File: src/rtl/pbs_pkg.sv
package pbs_pkg;
    typedef enum logic [1:0] {
        ST_IDLE,
        ST_HEAD,
        ST_XFER,
        ST_HOLD
    } pbs_state_e;
endpackage

File: src/rtl/pbs_len_calc.sv
// Length of the next burst: limited by room left in the current page.
module pbs_len_calc #(
    parameter int CNT_W      = 16,
    parameter int PAGE_BYTES = 8,
    localparam int OFS_W     = $clog2(PAGE_BYTES),
    localparam int LEN_W     = OFS_W + 1
) (
    input  logic [OFS_W-1:0] ofs,
    input  logic [CNT_W-1:0] remain,
    output logic [LEN_W-1:0] len
);
    logic [LEN_W-1:0] room;

    always_comb begin
        room = LEN_W'(PAGE_BYTES) - {1'b0, ofs};
        if (remain < CNT_W'(room)) begin
            len = remain[LEN_W-1:0];
        end else begin
            len = room;
        end
    end
endmodule

File: src/rtl/pbs_beat_ctr.sv
// Counts bytes inside one burst and flags the final one.
module pbs_beat_ctr #(
    parameter int LEN_W = 4
) (
    input  logic             clk,
    input  logic             rst_n,
    input  logic             clear,
    input  logic             step,
    input  logic [LEN_W-1:0] len,
    output logic             last
);
    logic [LEN_W-1:0] cnt_q;

    always_ff @(posedge clk) begin
        if (!rst_n) begin
            cnt_q <= '0;
        end else if (clear) begin
            cnt_q <= '0;
        end else if (step) begin
            cnt_q <= cnt_q + LEN_W'(1);
        end
    end

    assign last = (cnt_q == len - LEN_W'(1));
endmodule

File: src/rtl/page_burst_splitter.sv
module page_burst_splitter
    import pbs_pkg::*;
#(
    parameter int ADDR_W     = 16,
    parameter int CNT_W      = 16,
    parameter int DATA_W     = 8,
    parameter int PAGE_BYTES = 8
) (
    input  logic                        clk,
    input  logic                        rst_n,
    input  logic                        req_valid,
    output logic                        req_ready,
    input  logic [ADDR_W-1:0]           req_addr,
    input  logic [CNT_W-1:0]            req_count,
    input  logic                        in_valid,
    output logic                        in_ready,
    input  logic [DATA_W-1:0]           in_data,
    output logic                        hdr_valid,
    input  logic                        hdr_ready,
    output logic [ADDR_W-1:0]           hdr_addr,
    output logic [$clog2(PAGE_BYTES):0] hdr_len,
    output logic                        out_valid,
    input  logic                        out_ready,
    output logic [DATA_W-1:0]           out_data,
    input  logic                        wr_done,
    output logic                        done
);
    localparam int OFS_W = $clog2(PAGE_BYTES);
    localparam int LEN_W = OFS_W + 1;

    pbs_state_e       state_q, state_d;
    logic [ADDR_W-1:0] addr_q;
    logic [CNT_W-1:0]  remain_q;
    logic [LEN_W-1:0]  len_q;
    logic [LEN_W-1:0]  next_len;
    logic              done_q;
    logic              beat_last;
    logic              take_req;
    logic              take_hdr;
    logic              take_byte;
    logic              burst_end;
    logic              cycle_end;

    pbs_len_calc #(
        .CNT_W      (CNT_W),
        .PAGE_BYTES (PAGE_BYTES)
    ) len_calc_i (
        .ofs    (addr_q[OFS_W-1:0]),
        .remain (remain_q),
        .len    (next_len)
    );

    pbs_beat_ctr #(
        .LEN_W (LEN_W)
    ) beat_ctr_i (
        .clk   (clk),
        .rst_n (rst_n),
        .clear (take_hdr),
        .step  (take_byte),
        .len   (len_q),
        .last  (beat_last)
    );

    assign take_req  = (state_q == ST_IDLE) && req_valid;
    assign take_hdr  = (state_q == ST_HEAD) && hdr_ready;
    assign take_byte = (state_q == ST_XFER) && in_valid && out_ready;
    assign burst_end = take_byte && beat_last;
    assign cycle_end = (state_q == ST_HOLD) && wr_done;

    // State register
    always_ff @(posedge clk) begin
        if (!rst_n) begin
            state_q <= ST_IDLE;
        end else begin
            state_q <= state_d;
        end
    end

    // Next state
    always_comb begin
        state_d = state_q;
        unique case (state_q)
            ST_IDLE: if (take_req && (req_count != '0)) state_d = ST_HEAD;
            ST_HEAD: if (take_hdr) state_d = ST_XFER;
            ST_XFER: if (burst_end) state_d = ST_HOLD;
            ST_HOLD: begin
                if (cycle_end) begin
                    state_d = (remain_q == '0) ? ST_IDLE : ST_HEAD;
                end
            end
            default: state_d = ST_IDLE;
        endcase
    end

    // Outputs
    always_comb begin
        req_ready = 1'b0;
        hdr_valid = 1'b0;
        in_ready  = 1'b0;
        out_valid = 1'b0;
        out_data  = '0;
        hdr_addr  = addr_q;
        hdr_len   = next_len;
        unique case (state_q)
            ST_IDLE: req_ready = 1'b1;
            ST_HEAD: hdr_valid = 1'b1;
            ST_XFER: begin
                in_ready  = out_ready;
                out_valid = in_valid;
                out_data  = in_data;
            end
            ST_HOLD: ;
            default: ;
        endcase
    end

    // Datapath: current address, bytes left, length of burst in flight
    always_ff @(posedge clk) begin
        if (!rst_n) begin
            addr_q   <= '0;
            remain_q <= '0;
            len_q    <= '0;
            done_q   <= 1'b0;
        end else begin
            done_q <= (take_req && (req_count == '0)) ||
                      (cycle_end && (remain_q == '0));
            if (take_req) begin
                addr_q   <= req_addr;
                remain_q <= req_count;
            end
            if (take_hdr) begin
                len_q <= next_len;
            end
            if (take_byte) begin
                addr_q   <= addr_q + ADDR_W'(1);
                remain_q <= remain_q - CNT_W'(1);
            end
        end
    end

    assign done = done_q;
endmodule

File: config.mk
export PLATFORM = sky130hd
export DESIGN_NAME = page_burst_splitter
export DESIGN_NICKNAME = d
export VERILOG_FILES = /design/src/rtl/pbs_pkg.sv /design/src/rtl/pbs_len_calc.sv /design/src/rtl/pbs_beat_ctr.sv /design/src/rtl/page_burst_splitter.sv
export SDC_FILE = /design/constraint.sdc
export NUM_CORES = 1
export LEC_CHECK = 0
export BUFFER_PORTS_ARGS = -buffer_cell sky130_fd_sc_hd__buf_2
export CAP_MARGIN = 20
export CORE_MARGIN = 5
export CORE_UTILIZATION = 45
export CTS_BUF_LIST = sky130_fd_sc_hd__clkbuf_2
export DETAILED_ROUTE_END_ITERATION = 10
export GPL_TIMING_DRIVEN = 1
export HOLD_SLACK_MARGIN = 0.12
export PLACE_DENSITY = 0.68
export SYNTH_ARGS = -nofsm -noshare
export SYNTH_HDL_FRONTEND = slang
export SYNTH_SLANG_ARGS = --single-unit
File: constraint.sdc
create_clock -name clk -period 6.2 [get_ports clk]
set_input_delay 0 -clock clk [delete_from_list [all_inputs] [get_ports clk]]
set_output_delay 0 -clock clk [all_outputs]
set_load 0.03 [all_outputs]
# Word-level counts from Yosys, hierarchy flattened
# Index checks and enable logic that the tools add are counted.
# word_totals
ff_bits	43
latch_bits	0
ram_bits	0
mem_bits_ro	0
out_inout_bits	33
n_memories	0
# classes
n_addsub	5
mul	0
div	0
n_lt_le_gt_ge	1
n_eq_ne	8
shift	0
muxes	16
bitwise	1
n_reduce_logical	17
# op_table
operator	n
2-to-1 mux 16 bit	4
zero test 16 bit	2
adder 16 x 1 -> 16 bit, second input constant	1
less-than comparator 16 x 4 -> 1 bit	1
nonzero test 16 bit	1
subtractor 16 x 1 -> 16 bit, second input constant	1
logical AND 1 bit	9
2-to-1 mux 2 bit	4
2-to-1 mux 8 bit	1
one-hot mux 2 bit (4 select lines)	1
2-to-1 mux 1 bit	5
adder 4 x 1 -> 4 bit, second input constant	1
equality test 2 bit, second input constant	2
equality test 4 bit	1
2-to-1 mux 4 bit	1
!= test 2 x 1 -> 1 bit, second input constant	2
!= test 2 bit, second input constant	2
AND reduction 4 bit	1
subtractor 4 x 1 -> 4 bit, second input constant	1
subtractor 4 x 3 -> 4 bit, first input constant	1
equality test 2 x 1 -> 1 bit, second input constant	1
zero test 2 bit	1
nonzero test 2 bit	1
OR reduction 2 bit	1
other kinds (2)	2

# Longest topological paths before layout
# logic_depth
ltp_word	6
depth_mapped	9
mapped_depth_nobuf	8

# By module
# Synthesis repeated with hierarchy kept, for this count alone.
# unflattened
hier_cells	347
area_unflattened_um2	2762.6
# by_module_without_submodules
module	instances	cells_each	area_each_um2	seq_area_each_um2
page_burst_splitter	1	297	2268.4	780.7
pbs_beat_ctr	1	27	249.0	80.1
pbs_len_calc	1	23	245.2	0.0

# Worst setup path before layout
# No wires, ideal clock.
# synth_timing
path_kind	flip-flop to output port
start	register addr_q[0], in the netlist hdr_addr[0]
end	output hdr_len[0]
arrival_ns	2.608
required_ns	6.200
path_slack_ns	3.592
stages_incl_launch_ff	10
path_cell_list	dfxtp_1 > inv_1 > ha_1 > inv_1 > ha_1 > a21o_1 > a21oi_1 > o21a_1 > buf_6 > mux2i_1
# synth_between
elab_chain_len	3
# synth_lines
item	line	text
start: declaration	page_burst_splitter.sv:32	logic [ADDR_W-1:0] addr_q;
start signal: assignment	page_burst_splitter.sv:128	addr_q <= req_addr;
start signal: assignment	page_burst_splitter.sv:135	addr_q <= addr_q + ADDR_W'(1);
subtractor 4 x 3 -> 4 bit (*)	pbs_len_calc.sv:15	room = LEN_W'(PAGE_BYTES) - {1'b0, ofs};
less-than comparator 16 x 4 -> 1 bit	pbs_len_calc.sv:16	if (remain < CNT_W'(room)) begin
2-to-1 mux 4 bit (*)	pbs_len_calc.sv:16	
end: declaration	page_burst_splitter.sv:21	output logic [$clog2(PAGE_BYTES):0] hdr_len,
# Every way passes the cells marked *; elsewhere a longest branch is shown, timed or not.

# Worst setup path in the final report
# layout_timing
start	register state_q[0]
end	register remain_q[9]
# layout_between
elab_chain_len	4
word_cells_on_any_way	7
# layout_lines
item	line	text
start: declaration	page_burst_splitter.sv:31	pbs_state_e state_q, state_d;
start signal: assignment	page_burst_splitter.sv:75	state_q <= state_d;
equality test 2 bit	page_burst_splitter.sv:66	assign take_byte = (state_q == ST_XFER) && in_valid && out_ready;
logical AND 1 bit (2 in series)	page_burst_splitter.sv:66	
2-to-1 mux 16 bit / nonzero test 2 bit (equally long branches)	--	
end signal: assignment	page_burst_splitter.sv:129	remain_q <= req_count;
end signal: assignment	page_burst_splitter.sv:136	remain_q <= remain_q - CNT_W'(1);
end: declaration	page_burst_splitter.sv:33	logic [CNT_W-1:0] remain_q;
# Parallel ways exist; a longest one is shown, timed or not.
# A chain may end at the register's enable or synchronous reset.

==> out/results.ini <==
[status]
run_status = complete, no violations

[clock_tree]
cts.sinks = 43
clk_path_buf_depth = 2
cts_tree = built
htreeDepth = 2
clk_latency_ns = 0.42
clk_pin_slew_worst_paths_ns = 0.20
root_buffer = clkbuf_2
cts_made_buffers = 5
post_cts_buffers = 0

[synthesis]
yosys-top-cells-count = 43 x dfxtp_1, 33 x nand2_1, 30 x nor2_1
seq_area_frac_synth_pct = 31.97
synthArstFlopShare_pct = 0
postSynthAreaPerCell_um2 = 7.782
synth_warnings = 0
synth.ff_latch_count = 43
synth.area.top_cells = dfxtp_1 32%, ha_1 6.0%, nand2_1 4.6%
yosysUniqueCellTypes = 47
synth.most_common_cell = dfxtp_1
synth_edf_count = 0
synth_area_um2 = 2693
synth_top_area_share_pct = 31.97
yosysTopAreaCell = dfxtp_1
synth-main-ff-cell = dfxtp_1
syn-num-nets = 406
synthCells = 346

[layout]
postLayoutCellArea_um2 = 3623
seq_area_um2 = 860.8
drive_gt1_share_pct = 20.47
multi_input_area_um2 = 1673
fin_nets = 523
syn2layout_area_growth_pct = 34.57
diodes = 0
n_fill_cell = 548

[die]
die_area_um2 = 7631
fp.dieW_um = 87.36
num_rows = 28
ios = 80
initial_core_util_pct = 45.75
core_um2 = 5886
die_h_um = 87.36

[detailed_routing]
dr.pass1.iters = 4
viasPerCell = 5.737
vias = 3092
postRouteAntennaNets = 0
wl_um = 8243
wl_per_cell_um = 15.29
drt_iter0_drc = 176
drc = 0

[critical_path]
required_ns = 6.53
crit_fanout = 24
worstSetupPathType = reg2reg
endpoint_kind = flop
worstSetupStartpointType = flop
worstPathArrival_ns = 3.87

[power]
total_power_mw = 1.294
cellPowerDensity_nw_per_um2 = 357.0
vdd.ir_drop.worst_mv = 0.2117
power.share.sequential_pct = 32.9
netSwitchingPower_uw = 645.1
p_clk_share_pct = 9.0
p_leak_nw = 1.507
p_int_uw = 648.6
swShare_pct = 49.86
p_comb_share_pct = 58.1

[timing]
slew_headroom_pct = 36.40
finalMaxSlewViolations = 0
worst_clock_skew_ns = 0.01310
rsz0062_at_grt = no
fin_tns_setup_ns = 0
worst_pin_slew_ns = 0.9453
fmax_mhz = 282.6
setup-violations-final = 0
finalHoldViolations = 0
period_needed_ns = 3.538
final.period_utilization_pct = 57.07

[placement]
hpwl_um = 5767
dpl_cell_area_um2 = 3105
gp_congestion = 0.8379
io_buffers = 79

[grt]
antenna_found_initial = 0
grt_overflow = 0
grt_pass1_vias = 2851
grt_max_degree = 27
gr-usage-all-layers_pct = 21.43
grt_pass1_wl_um = 13050

[hold_path]
hp-class = in2reg

[job]
max-cap-violations = 0

==> path summary, 6_finish.rpt <==
check                                               start                        end  slack, ns  cells after the start
worst max-delay path              state_q[0]$_SDFFE_PN0P_   remain_q[9]$_SDFFE_PN0P_       2.66                      7
worst min-delay path                            req_valid   remain_q[2]$_SDFFE_PN0P_       0.18                      4
worst max register to register    state_q[0]$_SDFFE_PN0P_   remain_q[9]$_SDFFE_PN0P_       2.66                      7
worst min register to register  remain_q[13]$_SDFFE_PN0P_  remain_q[13]$_SDFFE_PN0P_       0.49                      2
==> logic make-up after synthesis <==
logic type	share of synthesized area, %
mux	2.742
xor+xnor	3.253
flops	31.97
simple gates	25.70
buf+inv	5.901
compound gates	24.40
fa+ha+maj	6.041
==> layer usage <==
metal | vias up | wire length [um] | global-route usage [%]
met5 | - | 0 | 0
li1 | 1527 | - | -
met3 | 21 | 603 | 4.257
met2 | 127 | 3917 | 36.23
met1 | 1417 | 3476 | 26.37
met4 | 0 | 246 | 8.926
==> registers in the layout, summed over array words and instances, names as in the netlist <==
register          count
len_q                 4
state_q               2
done                  1
remain_q             16
hdr_addr             16
beat_ctr_i.cnt_q      4
==> metrics by stage <==
stage	setup slack [ns]	hold slack (ns)	utilization (%)	std cells
finish	2.662	0.1848	61.56	539
global route	2.245	0.1791	61.56	539
CTS	2.647	0.1652	61.56	539
detailed placement	3.191	0.2686	52.76	483
global placement	3.306	0.2593	52.76	483
floorplan	3.592	0.1359	-	346
==> cell usage in the layout (no fill, tap or decap), types with 2 or more instances in the layout <==
cell type and n:
a22oi_1 2, nor4_1 11, mux2_2 3, inv_1 19, nor3_1 14, xnor2_1 6, nor2_1 30, nand4_1 5
or4_1 2, ha_1 13, clkinv_1 3, dfxtp_1 43, a221oi_1 4, or3_1 4, dlygate4sd3_1 48, o211ai_1 7
a21o_1 2, o221ai_1 3, nand3_1 15, a31o_2 3, and2_1 13, o21ai_0 18, and3_1 3, o2111ai_1 4
a311oi_1 9, xor2_1 4, o21a_1 2, nand2_1 33, a211oi_1 10, a21oi_1 22, buf_2 79, mux2i_1 4
a31oi_1 5, o31ai_1 2, clkbuf_2 6
==> worst max-delay path, cell delays in order (launching register included) <==
cell and delay, ns:
dfxtp_1 0.37, inv_1 0.12, ha_1 0.35, nand3_1 0.66, nand3_1 0.93, o21ai_0 0.16, dlygate4sd3_1 0.60, a311oi_1 0.26
==> timing repair <==
action,4_1_cts,5_1_grt
hold endpoints to repair,43,0
hold buffers,48,0
resized for setup,0,0
==> cell type report <==
class	count	share of cell area [%]
Multi-Input combinational cell	265	46.17
Clock inverter	2	0.2072
Sequential cell	43	23.76
Timing Repair Buffer	128	24.38
Inverter	20	2.072
Tap cell	75	2.590
Clock buffer	6	0.8287
==> power by group through the flow <==
stage / clock (mW) / combinational (mW) / sequential [mW]
floorplan: 0 / 0.505 / 0.455
global placement: 0 / 0.695 / 0.428
detailed placement: 0 / 0.707 / 0.431
CTS: 0.121 / 0.745 / 0.424
global route: 0.134 / 0.825 / 0.436
finish: 0.117 / 0.751 / 0.426
No activity file was read; power rests on OpenSTA's default activity.
